`config.mk`:
```
export PLATFORM = sky130hd
export DESIGN_NAME = tresume_calc
export DESIGN_NICKNAME = d
export VERILOG_FILES = /design/src/rtl/tresume_pkg.sv /design/src/rtl/tresume_scale.sv /design/src/rtl/tresume_div.sv /design/src/rtl/tresume_calc.sv
export SDC_FILE = /design/constraint.sdc
export NUM_CORES = 1
export LEC_CHECK = 0
export BUFFER_PORTS_ARGS = -buffer_cell sky130_fd_sc_hd__buf_2
export CAP_MARGIN = 15
export CORE_MARGIN = 10
export CORE_UTILIZATION = 50
export CTS_BUF_LIST = sky130_fd_sc_hd__clkbuf_16
export DETAILED_ROUTE_END_ITERATION = 12
export HOLD_SLACK_MARGIN = 0.12
export PLACE_DENSITY = 0.77
export SKIP_LAST_GASP = 1
export SLEW_MARGIN = 10
export SYNTH_ARGS = -nofsm -noshare
export SYNTH_HDL_FRONTEND = slang
export SYNTH_SLANG_ARGS = --single-unit
```
`constraint.sdc`:
```
create_clock -name clk -period 9.05 [get_ports clk]
set_clock_uncertainty 0.15 [all_clocks]
set_input_delay 1.81 -clock clk [delete_from_list [all_inputs] [get_ports clk]]
set_output_delay 1.81 -clock clk [all_outputs]
set_load 0.1 [all_outputs]
```
`src/rtl/tresume_pkg.sv`:
```
package tresume_pkg;

  localparam int SLP_W     = 24;
  localparam int TMR_W     = 16;
  localparam int OVF_W     = 20;
  localparam int ACC_W     = 40;
  localparam int RATIO_NUM = 15625;
  localparam int RATIO_SH  = 4;
  localparam int OVH       = 75;

  typedef enum logic [1:0] {ST_IDLE, ST_LOAD, ST_RUN} tr_state_e;

  // Sleep ticks between two readings; equal readings mean one full wrap.
  function automatic logic [ACC_W-1:0] elapsed_ticks(
      input logic [SLP_W-1:0] now, input logic [SLP_W-1:0] saved);
    logic [SLP_W-1:0] d;
    d = now - saved;
    if (d == '0) return ACC_W'(1) << SLP_W;
    return ACC_W'(d);
  endfunction

  // Round-to-nearest of ticks*RATIO_NUM/2^RATIO_SH plus timer and overhead.
  function automatic logic [ACC_W-1:0] scaled_count(
      input logic [ACC_W-1:0] ticks, input logic [TMR_W-1:0] tmr);
    logic [ACC_W-1:0] acc;
    acc = ticks * ACC_W'(RATIO_NUM);
    acc = acc + ((ACC_W'(tmr) + ACC_W'(OVH)) << RATIO_SH);
    acc = acc + (ACC_W'(1) << (RATIO_SH - 1));
    return acc >> RATIO_SH;
  endfunction

endpackage

```
`src/rtl/tresume_scale.sv`:
```
module tresume_scale
  import tresume_pkg::*;
(
  input  logic [SLP_W-1:0] slp_now,
  input  logic [SLP_W-1:0] slp_saved,
  input  logic [TMR_W-1:0] tmr_now,
  output logic [ACC_W-1:0] ticks,
  output logic [ACC_W-1:0] count
);

  always_comb begin
    ticks = elapsed_ticks(slp_now, slp_saved);
    count = scaled_count(ticks, tmr_now);
  end

endmodule

```
`src/rtl/tresume_div.sv`:
```
module tresume_div #(
  parameter int DVD_W = 40,
  parameter int DVS_W = 16
) (
  input  logic             clk,
  input  logic             rst_n,
  input  logic             go,
  input  logic [DVD_W-1:0] dividend,
  input  logic [DVS_W-1:0] divisor,
  output logic             fin,
  output logic [DVD_W-1:0] quo,
  output logic [DVS_W-1:0] rem
);

  localparam int CNT_W = $clog2(DVD_W + 1);

  logic [DVD_W-1:0] quo_q;
  logic [DVS_W-1:0] rem_q;
  logic [CNT_W-1:0] cnt_q;
  logic             run_q;
  logic             fin_q;

  // Per-step events brought out for checking.
  logic [DVS_W:0]   rem_sh;
  logic             step_take;
  logic             last_step;

  assign rem_sh    = {rem_q, quo_q[DVD_W-1]};
  assign step_take = run_q && (rem_sh >= {1'b0, divisor});
  assign last_step = run_q && (cnt_q == CNT_W'(1));

  always_ff @(posedge clk or negedge rst_n) begin
    if (!rst_n) begin
      quo_q <= '0;
      rem_q <= '0;
      cnt_q <= '0;
      run_q <= 1'b0;
      fin_q <= 1'b0;
    end else begin
      fin_q <= 1'b0;
      if (go) begin
        quo_q <= dividend;
        rem_q <= '0;
        cnt_q <= CNT_W'(DVD_W);
        run_q <= 1'b1;
      end else if (run_q) begin
        if (step_take) rem_q <= DVS_W'(rem_sh - {1'b0, divisor});
        else           rem_q <= rem_sh[DVS_W-1:0];
        quo_q <= {quo_q[DVD_W-2:0], step_take};
        cnt_q <= cnt_q - CNT_W'(1);
        if (last_step) begin
          run_q <= 1'b0;
          fin_q <= 1'b1;
        end
      end
    end
  end

  assign fin = fin_q;
  assign quo = quo_q;
  assign rem = rem_q;

  // the finished remainder is below the divisor
  p_rem_below_r3: assert property (@(posedge clk) disable iff (!rst_n)
    (fin_q && divisor != '0) |-> (rem_q < divisor));

  // the step counter never runs out while iterating
  p_cnt_live_r5: assert property (@(posedge clk) disable iff (!rst_n)
    run_q |-> (cnt_q != '0));

endmodule

```
`src/rtl/tresume_calc.sv`:
```
module tresume_calc
  import tresume_pkg::*;
(
  input  logic             clk,
  input  logic             rst_n,
  input  logic             start,
  input  logic [SLP_W-1:0] slp_now,
  input  logic [SLP_W-1:0] slp_saved,
  input  logic [TMR_W-1:0] tmr_now,
  input  logic [OVF_W-1:0] ovf_now,
  input  logic [TMR_W-1:0] period,
  output logic             busy,
  output logic             done,
  output logic [TMR_W-1:0] tmr_new,
  output logic [OVF_W-1:0] ovf_new
);

  tr_state_e        st_q;
  logic [SLP_W-1:0] now_l, saved_l;
  logic [TMR_W-1:0] tmr_l, per_l;
  logic [OVF_W-1:0] ovf_l;

  logic             accept_evt;
  logic             div_go;
  logic             div_fin;
  logic [ACC_W-1:0] ticks, count, div_quo;
  logic [TMR_W-1:0] div_rem;

  assign accept_evt = start && (st_q == ST_IDLE);
  assign div_go     = (st_q == ST_LOAD);

  always_ff @(posedge clk or negedge rst_n) begin
    if (!rst_n) begin
      st_q    <= ST_IDLE;
      now_l   <= '0;
      saved_l <= '0;
      tmr_l   <= '0;
      per_l   <= '0;
      ovf_l   <= '0;
    end else begin
      case (st_q)
        ST_IDLE: if (accept_evt) st_q <= ST_LOAD;
        ST_LOAD: st_q <= ST_RUN;
        ST_RUN:  if (div_fin) st_q <= ST_IDLE;
        default: st_q <= ST_IDLE;
      endcase
      if (accept_evt) begin
        now_l   <= slp_now;
        saved_l <= slp_saved;
        tmr_l   <= tmr_now;
        per_l   <= period;
        ovf_l   <= ovf_now;
      end
    end
  end

  tresume_scale u_scale (
    .slp_now   (now_l),
    .slp_saved (saved_l),
    .tmr_now   (tmr_l),
    .ticks     (ticks),
    .count     (count)
  );

  tresume_div #(.DVD_W(ACC_W), .DVS_W(TMR_W)) u_div (
    .clk      (clk),
    .rst_n    (rst_n),
    .go       (div_go),
    .dividend (count),
    .divisor  (per_l),
    .fin      (div_fin),
    .quo      (div_quo),
    .rem      (div_rem)
  );

  assign busy    = (st_q != ST_IDLE);
  assign done    = div_fin;
  assign tmr_new = div_rem;
  assign ovf_new = div_quo[OVF_W-1:0] + ovf_l;

  // done lasts a single cycle
  p_done_pulse_r5: assert property (@(posedge clk) disable iff (!rst_n)
    done |=> !done);

  // done only appears while a calculation is in flight
  p_done_busy_r6: assert property (@(posedge clk) disable iff (!rst_n)
    done |-> busy);

  // captured operands hold steady through the calculation
  p_hold_ops_r8: assert property (@(posedge clk) disable iff (!rst_n)
    (busy && !done) |=> ($stable(now_l) && $stable(saved_l) && $stable(tmr_l)
                         && $stable(per_l) && $stable(ovf_l)));

  // the elapsed tick count is never zero
  p_ticks_nz_r1: assert property (@(posedge clk) disable iff (!rst_n)
    busy |-> (ticks != '0));

endmodule

```
==> qor.yml, run 1 <==
wl_um: 39300
relSlewSlack: 0.363
final_cells: 2376
nets: 2372
drv_cap: 0
hold_viol: 0
clock_latency_ns: 0.46
crit_type: "flip-flop to flip-flop"
antenna_found_initial: 0
vias: 13100
r2r_slack_ns: 0.62
drc: 0
area_growth_pct: 10.7
critical_path_arrival_ns: 8.65
rsz0062_at_grt: "no"
cp.required_ns: 9.27
path_delay_family: "adder cells"
drt_iter0_drc: 683
hold_buffers: 0
synth_flop_cell: "dfrtp_1"
numClockSinks: 166
path_max_fanout: 6
routabilityCongestion: 0.931
start_kind: "flip-flop"
row_count: 67
setup_viol: 0
clkTransAtPathRegs_ns: 0.08
place_ws_ns: 0.662
initial_utilization: 0.505
cts_buffers: 17
dieArea_sq_um: 41500
ys_types: 80
synth_top_area_frac: 0.246
clockRootBuffer: "clkbuf_16"
io_pins: 141
grt-ovfl-total: 0
period_needed_ns: 8.43
vias_per_cell: 5.49
htreeDepth: 4
finalSetupTns_ns: 0
die_h_um: 204
cts-resized-gates: 0
clockBufferDepth: 2
ys_seq_area_frac: 0.246
grt_pass1_wl_um: 65700
port_buffers: 140
cts_setup_buffers: 0
status: "finished clean"
syn_area_sq_um: 16900
synthTopCellsByArea: "dfrtp_1 25%, ha_1 17%, fa_1 14%"
placed_cells: 2344
critPathCaptureType: "flip-flop"
drtPass1Iterations: 5
postSynthAreaPerCell_sq_um: 9.42
yosysTopAreaCell: "dfrtp_1"
max_slew.worst_pin.slew_ns: 0.956
async_reset_ff_frac: 1.00
antenna_cells: 0
max_clock_freq_mhz: 119
synth_warnings: 0
ant_nets: 0
wl_per_cell_um: 16.6
finalCritPeriodShare: 0.931
detailed_place_hpwl_um: 31400
dieWidth_um: 204
synth-seq-cells: 166
setup_slack_ns: 0.621
synth_edf_count: 0
cp_slowest_stage_delay_ns: 0.62
drive_gt1_frac: 0.144
hold_class: "flip-flop to flip-flop"
worst-path-buf-inv: 7
grt_pass1_vias: 13500
slew_viol_final: 0
critPathSlowestCell: "a32oi_1"
synthCells: 1792
core_sq_um: 33400
grt.total_usage: 0.191
cts_tree: "done"
grt_max_degree: 85
## sequential cells by signal, indices dropped and copies added, names as in the netlist
name and flops:
u_div.quo 40, u_div.cnt_q 6, now_l 24, st_q 2, u_div.fin 1, ovf_l 20, tmr_l 16, u_div.rem 16
per_l 16, u_div.run_q 1, saved_l 24
## cell type report
cell class	count	area (sq um)
fill	2911	14800
multi-input combinational	1311	11600
sequential	166	4160
inverter	264	991
timing repair buffer	155	820
tap	448	561
clock buffer	17	425
clock inverter	15	184
## final timing paths
check	cells past startpoint	from	end
min in group asynchronous	1	rst_n	u_div.quo[33]$_DFFE_PN0P_
hold / removal	1	u_div.fin$_DFF_PN0_	st_q[1]$_DFFE_PN0P_
max in group asynchronous	2	rst_n	u_div.run_q$_DFF_PN0_
setup / recovery	29	now_l[0]$_DFFE_PN0P_	u_div.quo[32]$_DFFE_PN0P_
hold reg to reg	1	u_div.fin$_DFF_PN0_	st_q[1]$_DFFE_PN0P_
setup reg to reg	29	now_l[0]$_DFFE_PN0P_	u_div.quo[32]$_DFFE_PN0P_
## synthesized netlist by cell type, types with 6 or more instances
cell       count
dfrtp_1      166
o21bai_1       8
nand2b_1      11
mux2i_1       28
or3_1         11
clkbuf_1      43
nor4_1         6
a21oi_1       73
a31oi_1       13
nand3_1       38
and3_1        15
o21a_1        11
nand3b_1      12
nor2b_1       17
mux2_2        65
and2_1        12
xnor2_1       56
nor2_1        80
ha_1         234
inv_1        262
nor3_1        26
o21ai_0      116
buf_1          6
or4_1          7
xor2_1        26
fa_1         120
o2111ai_1     14
nand2_1      133
a211oi_1      24
a21o_1        38
or2_2          7
o31ai_1        6
nand4_1       15
## cell usage in the layout, fill, tap and decap left out, types with 16 or more instances in the layout
cell / instances
nand2_1: 133
dfrtp_1: 165
a21oi_1: 73
clkbuf_16: 17
fa_1: 120
ha_1: 234
a21o_1: 38
o21ai_0: 116
nand3_1: 38
xnor2_1: 56
a211oi_1: 24
nor3_1: 26
nor2_1: 79
inv_1: 262
buf_2: 139
mux2i_1: 28
mux2_2: 65
nor2b_1: 16
xor2_1: 26
## layer usage
layer | routed length (um) | global-route usage | up-vias
li1 | - | - | 6410
met1 | 18000 | 0.241 | 6254
met2 | 18600 | 0.323 | 333
met3 | 1830 | 0.0338 | 58
met4 | 908 | 0.0626 | 0
met5 | 0 | 0 | -
## through the flow
| stage | cell area [sq um] | util | hold slack (ns) |
|---|---|---|---|
| after global placement | 18100 | 0.541 | 0.317 |
| after CTS | 18700 | 0.559 | 0.351 |
| after detailed placement | 18100 | 0.541 | 0.338 |
| after floorplan | 16900 | - | 0.324 |
| final | 18700 | 0.559 | 0.351 |
| after global routing | 18700 | 0.559 | 0.377 |
## kinds of logic after synthesis
kind of cell | Yosys count | synth area share
AOI/OAI and AO/OA | 367 | 0.143
xor gates and xnor gates | 83 | 0.0435
adders and majority gates | 354 | 0.316
buffers and inverters | 316 | 0.0705
DFF | 166 | 0.246
muxes | 93 | 0.0600
other | 2 | 0.000445
and+or+nand+nor | 411 | 0.121
Power of run 1 is not shown: default switching activity piles up to over one toggle a cycle in this logic, so the estimate is an artifact.
==> run 2, diff against run 1 <==
- ABC_AREA: not set -> 1
- CTS_CLUSTER_DIAMETER: not set -> 60
- PLACE_DENSITY: 0.77 -> 0.68
==> qor.yml, run 2 <==
routabilityCongestion: 0.956  # +2.7%
cp.required_ns: 9.25  # -0.02 ns
critical_path_arrival_ns: 7.73  # -0.92 ns
antenna_found_initial: 0  # unchanged
synthTopCellsByArea: "dfrtp_1 24%, ha_1 17%, nand2_1 14%"
grt-ovfl-total: 0  # unchanged
cts_setup_buffers: 0  # unchanged
grt_max_degree: 98  # +15%
use_met3: 0.0349  # +0.00110
reg2reg_to: "u_div.quo[35]$_DFFE_PN0P_"
detailed_place_hpwl_um: 40200  # +28%
synth_warnings: 0  # unchanged
yosysTopAreaCell: "dfrtp_1"
slew_viol_final: 0  # unchanged
drv_cap: 0  # unchanged
clockRootBuffer: "clkbuf_16"
synth_top_area_frac: 0.236  # -0.0105
synth_most_common_cell: "nand2_1"
initial_utilization: 0.508  # +0.00338
holdPathEnd: "st_q[1]$_DFFE_PN0P_"
dieArea_sq_um: 43200  # +4.0%
drt_iter0_drc: 1037  # +52%
synth_edf_count: 0  # unchanged
clockBufferDepth: 2  # unchanged
async_reset_ff_frac: 1.00  # unchanged
largest_reg_flops: 40  # unchanged
cts_tree: "done"
worstHoldStart: "u_div.fin$_DFF_PN0_"
ys_types: 42  # -48%
die_h_um: 208  # +2.0%
status: "finished clean"
finalSetupTns_ns: 0  # unchanged
numClockSinks: 166  # unchanged
path_common_cell: "inv_1"
antenna_cells: 0  # unchanged
clkTransAtPathRegs_ns: 0.08  # about the same
grt_pass1_wl_um: 81400  # +24%
final.fill_count: 3372  # +16%
vias: 15400  # +18%
cp_slowest_stage_delay_ns: 0.54  # -0.08 ns
drc: 0  # unchanged
rsz0062_at_grt: "no"
synthCells: 2373  # +32%
global_route.usage.met1: 0.297  # +0.0554
synth_flop_cell: "dfrtp_1"
worst-path-buf-inv: 8  # +1
hold_viol: 0  # unchanged
drtPass1Iterations: 5  # unchanged
met2_usage: 0.388  # +0.0650
r2r-start: "now_l[0]$_DFFE_PN0P_"
post_dp_cell_area_sq_um: 18800  # +4.0%
ff_latch_area_sq_um: 4150  # about the same
drive_gt1_frac: 0.0844  # -0.0592
path_delay_family: "adder cells"
cts-resized-gates: 0  # unchanged
hold_buffers: 0  # unchanged
start_kind: "flip-flop"
port_buffers: 140  # unchanged
vias_per_cell: 5.19  # -5.6%
wl_um: 48900  # +24%
grt_pass1_vias: 15800  # +17%
synth-seq-cells: 166  # unchanged
syn_area_sq_um: 17600  # +4.5%
setup_viol: 0  # unchanged
startpoint: "now_l[0]$_DFFE_PN0P_"
max_slew.worst_pin.slew_ns: 1.07  # +0.111 ns
grt.total_usage: 0.230  # +0.0392
critPathCaptureType: "flip-flop"
mostFrequentLayoutCells: "664 x nand2_1, 457 x inv_1, 234 x ha_1, 166 x dfrtp_1, 139 x buf_2"
cts_buffers: 17  # unchanged
dieWidth_um: 208  # +2.0%
hold_ws_ns: 0.317  # -0.0345 ns
htreeDepth: 4  # unchanged
relSlewSlack: 0.288  # -0.0746
r2r_slack_ns: 1.51  # +0.89 ns
layout_commonest_cell: "nand2_1"
wl_per_cell_um: 16.5  # -0.39%
hold_class: "flip-flop to flip-flop"
area_growth_pct: 10.1
period_needed_ns: 7.54  # -0.890 ns
ant_nets: 0  # unchanged
path_max_fanout: 6  # unchanged
io_pins: 141  # unchanged
synth.top_cells.by_count: "665 x nand2_1, 458 x inv_1, 234 x ha_1, 166 x dfrtp_1, 129 x nor2_1"
final_area_sq_um: 19400  # +3.9%
ys_seq_area_frac: 0.236  # -0.0105
min_path_cells: 1  # unchanged
max_clock_freq_mhz: 133  # +12%
rr_worst_depth: 31  # +6.9%
core_sq_um: 34700  # +3.8%
crit_type: "flip-flop to flip-flop"
clock_latency_ns: 0.47  # about the same
postSynthAreaPerCell_sq_um: 7.43  # -21%
critPathSlowestCell: "fa_1"
row_count: 68  # +1.5%
finalCritPeriodShare: 0.833  # -0.0984
top_usage_layer: "met2"
nets: 2955  # +25%
multi_input_area_sq_um: 11600  # +0.31%
==> run 2: cell types whose count changed after synthesis, sizes merged, moves of 28 or more <==
cell / previous run / this run
mux2: 65 / 0
xnor2: 56 / 18
nand3: 38 / 111
a21oi: 73 / 119
nor2: 80 / 133
a21o: 38 / 9
nand2: 133 / 679
mux2i: 28 / 0
inv: 264 / 459
==> run 2: logic make-up after synthesis <==
| family | share of synthesized area |
|---|---|
| xor+xnor | 0.0263 |
| buf+inv | 0.108 |
| other cells | 0.000426 |
| fa+ha+maj | 0.302 |
| flops | 0.236 |
| simple gates | 0.230 |
| compound gates | 0.0975 |
==> run 2: area by class of cell <==
type / count / share of cell area
clock buffers: 17 / 0.0219
flip-flops and latches: 166 / 0.214
multi-input cells: 1706 / 0.597
repair buffers: 147 / 0.0391
inverters: 460 / 0.0891
clock inverters: 15 / 0.00967
well taps: 455 / 0.0293
==> run 2: through the flow <==
step / instances / worst slack (ns) / util
2_1_floorplan: 2374 / 2.49 / -
3_3_place_gp: 2934 / 1.54 / 0.542
3_5_place_dp: 2934 / 1.53 / 0.542
4_1_cts: 2966 / 1.49 / 0.559
5_1_grt: 2966 / 1.00 / 0.559
6_report: 2966 / 1.51 / 0.559
==> run 2: worst max path at each step <==
stage	cells past startpoint	to	slack [ns]
final	31	u_div.quo[35]$_DFFE_PN0P_	1.51
after detailed placement	31	u_div.quo[35]$_DFFE_PN0P_	1.53
after floorplan	26	u_div.quo[22]$_DFFE_PN0P_	2.49
after global routing	29	u_div.quo[35]$_DFFE_PN0P_	1.00
after global placement	29	u_div.quo[35]$_DFFE_PN0P_	1.54
after CTS	31	u_div.quo[35]$_DFFE_PN0P_	1.49
==> run 2: routing by layer <==
| metal | wire (um) | share of wire |
|---|---|---|
| met5 | 0 | 0 |
| met4 | 1030 | 0.021 |
| met3 | 1830 | 0.037 |
| met2 | 23400 | 0.48 |
| met1 | 22700 | 0.46 |
Power of run 2 is left out for the same reason.
==> run 3, diff against run 2 <==
- clock period: 9.05 -> 7.3 ns (I/O delays scaled with it)
==> qor.yml, run 3 (synthesis gave the netlist of run 2 again) <==
max_slew.worst_pin.slew_ns: 1.10  # +0.0305 ns
clockRootBuffer: "clkbuf_16"
ant_nets: 0  # unchanged
drc: 0  # unchanged
largest_reg_flops: 40  # unchanged
hold_buffers: 0  # unchanged
cts_buffers: 17  # unchanged
grt_pass1_wl_um: 82400  # +1.2%
nets: 2975  # +0.68%
htreeDepth: 4  # unchanged
vias_per_cell: 5.20  # +0.25%
slew_viol_final: 0  # unchanged
rsz0062_at_grt: "yes"
path_max_fanout: 6  # unchanged
mostFrequentLayoutCells: "660 x nand2_1, 455 x inv_1, 228 x ha_1, 166 x dfrtp_1, 139 x buf_2"
detailed_place_hpwl_um: 40100  # -0.49%
period_needed_ns: 6.91  # -0.625 ns
hold_viol: 0  # unchanged
hold_class: "flip-flop to flip-flop"
antenna_found_initial: 0  # unchanged
final.fill_count: 3397  # +0.74%
place_ws_ns: 0.0704  # -1.46 ns
critPathCaptureType: "flip-flop"
row_count: 68  # unchanged
multi_input_area_sq_um: 11700  # +0.79%
port_buffers: 140  # unchanged
clock_latency_ns: 0.46  # about the same
max_clock_freq_mhz: 145  # +9.0%
core_sq_um: 34700  # unchanged
drv_cap: 0  # unchanged
grt_max_degree: 97  # -1.0%
cts_tree: "done"
area_growth_pct: 11.5
crit_type: "flip-flop to flip-flop"
layout_commonest_cell: "nand2_1"
grt.total_usage: 0.231  # +0.000898
wl_um: 48800  # -0.20%
dieArea_sq_um: 43200  # unchanged
initial_utilization: 0.508  # unchanged
r2r_slack_ns: 0.39  # -1.12 ns
relSlewSlack: 0.268  # -0.0203
routed.top_layer: "met4"
met2RoutedLength_um: 23400  # about the same
dieWidth_um: 208  # unchanged
drt_iter0_drc: 956  # -7.8%
ff_latch_area_sq_um: 4150  # unchanged
vias: 15500  # +0.93%
start_kind: "flip-flop"
dr_wl_met3_um: 1820  # -0.38%
numClockSinks: 166  # unchanged
clockBufferDepth: 2  # unchanged
cp_slowest_stage_delay_ns: 0.54  # about the same
grt-ovfl-total: 0  # unchanged
routabilityCongestion: 0.960  # +0.43%
critical_path_arrival_ns: 7.11  # -0.62 ns
cp.required_ns: 7.49  # -1.76 ns
io_pins: 141  # unchanged
setup_slack_ns: 0.387  # -1.12 ns
antenna_cells: 0  # unchanged
wl_per_cell_um: 16.3  # -0.87%
clkTransAtPathRegs_ns: 0.08  # about the same
critPathSlowestCell: "fa_1"
status: "finished clean"
grt_pass1_vias: 16300  # +3.3%
drive_gt1_frac: 0.102  # +0.0171
die_h_um: 208  # unchanged
finalCritPeriodShare: 0.947  # +0.114
setup_viol: 0  # unchanged
wl_met1_um: 22400  # -1.1%
drtPass1Iterations: 7  # +2
## run 3: metal layers
layer | GRT usage | vias up
met1 | 0.297 | 7381
li1 | - | 7770
met3 | 0.0269 | 57
met2 | 0.396 | 326
met5 | 0 | -
met4 | 0.0707 | 0
## run 3: metrics by stage
| stage | hold slack, ns | cells | area, sq um | TNS, ns | utilization |
|---|---|---|---|---|---|
| floorplan | 0.303 | 2374 | 17600 | 0 | - |
| finish | 0.319 | 2986 | 19700 | 0 | 0.567 |
| CTS | 0.319 | 2982 | 19500 | 0 | 0.563 |
| global route | 0.323 | 2986 | 19700 | -0.143 | 0.567 |
| global placement | 0.294 | 2950 | 18900 | 0 | 0.545 |
| detailed placement | 0.306 | 2950 | 18900 | 0 | 0.545 |
## run 3: worst max-delay path, delay by kind of cell (launching register included)
kind                       cells  cell delay (ns)
buffers and inverters          8             0.70
DFF                            1             0.39
and+or+nand+nor               13             1.47
adders and majority gates      9             4.06
## run 3: timing repair
item,4_1_cts,5_1_grt
hold endpoints to repair,0,0
setup endpoints to repair,0,21
gates resized for setup,0,35
buffers inserted,0,4
## run 3: final cells by class
| cell class | instances | area share |
|---|---|---|
| tap | 455 | 0.0289 |
| clock inverter | 15 | 0.0101 |
| multi-input combinational | 1706 | 0.594 |
| timing repair buffer | 167 | 0.0462 |
| sequential | 166 | 0.211 |
| inverter | 460 | 0.0879 |
| clock buffer | 17 | 0.0216 |
## run 3: final timing paths
path                                         from                         to  cells past startpoint
hold / removal                u_div.fin$_DFF_PN0_        st_q[1]$_DFFE_PN0P_                      1
min in group asynchronous                   rst_n       ovf_l[3]$_DFFE_PN0P_                      1
hold reg to reg               u_div.fin$_DFF_PN0_        st_q[1]$_DFFE_PN0P_                      1
max in group asynchronous                   rst_n       now_l[5]$_DFFE_PN0P_                      2
setup reg to reg           saved_l[0]$_DFFE_PN0P_  u_div.quo[33]$_DFFE_PN0P_                     30
setup / recovery           saved_l[0]$_DFFE_PN0P_  u_div.quo[33]$_DFFE_PN0P_                     30
Power of run 3 is left out for the same reason.
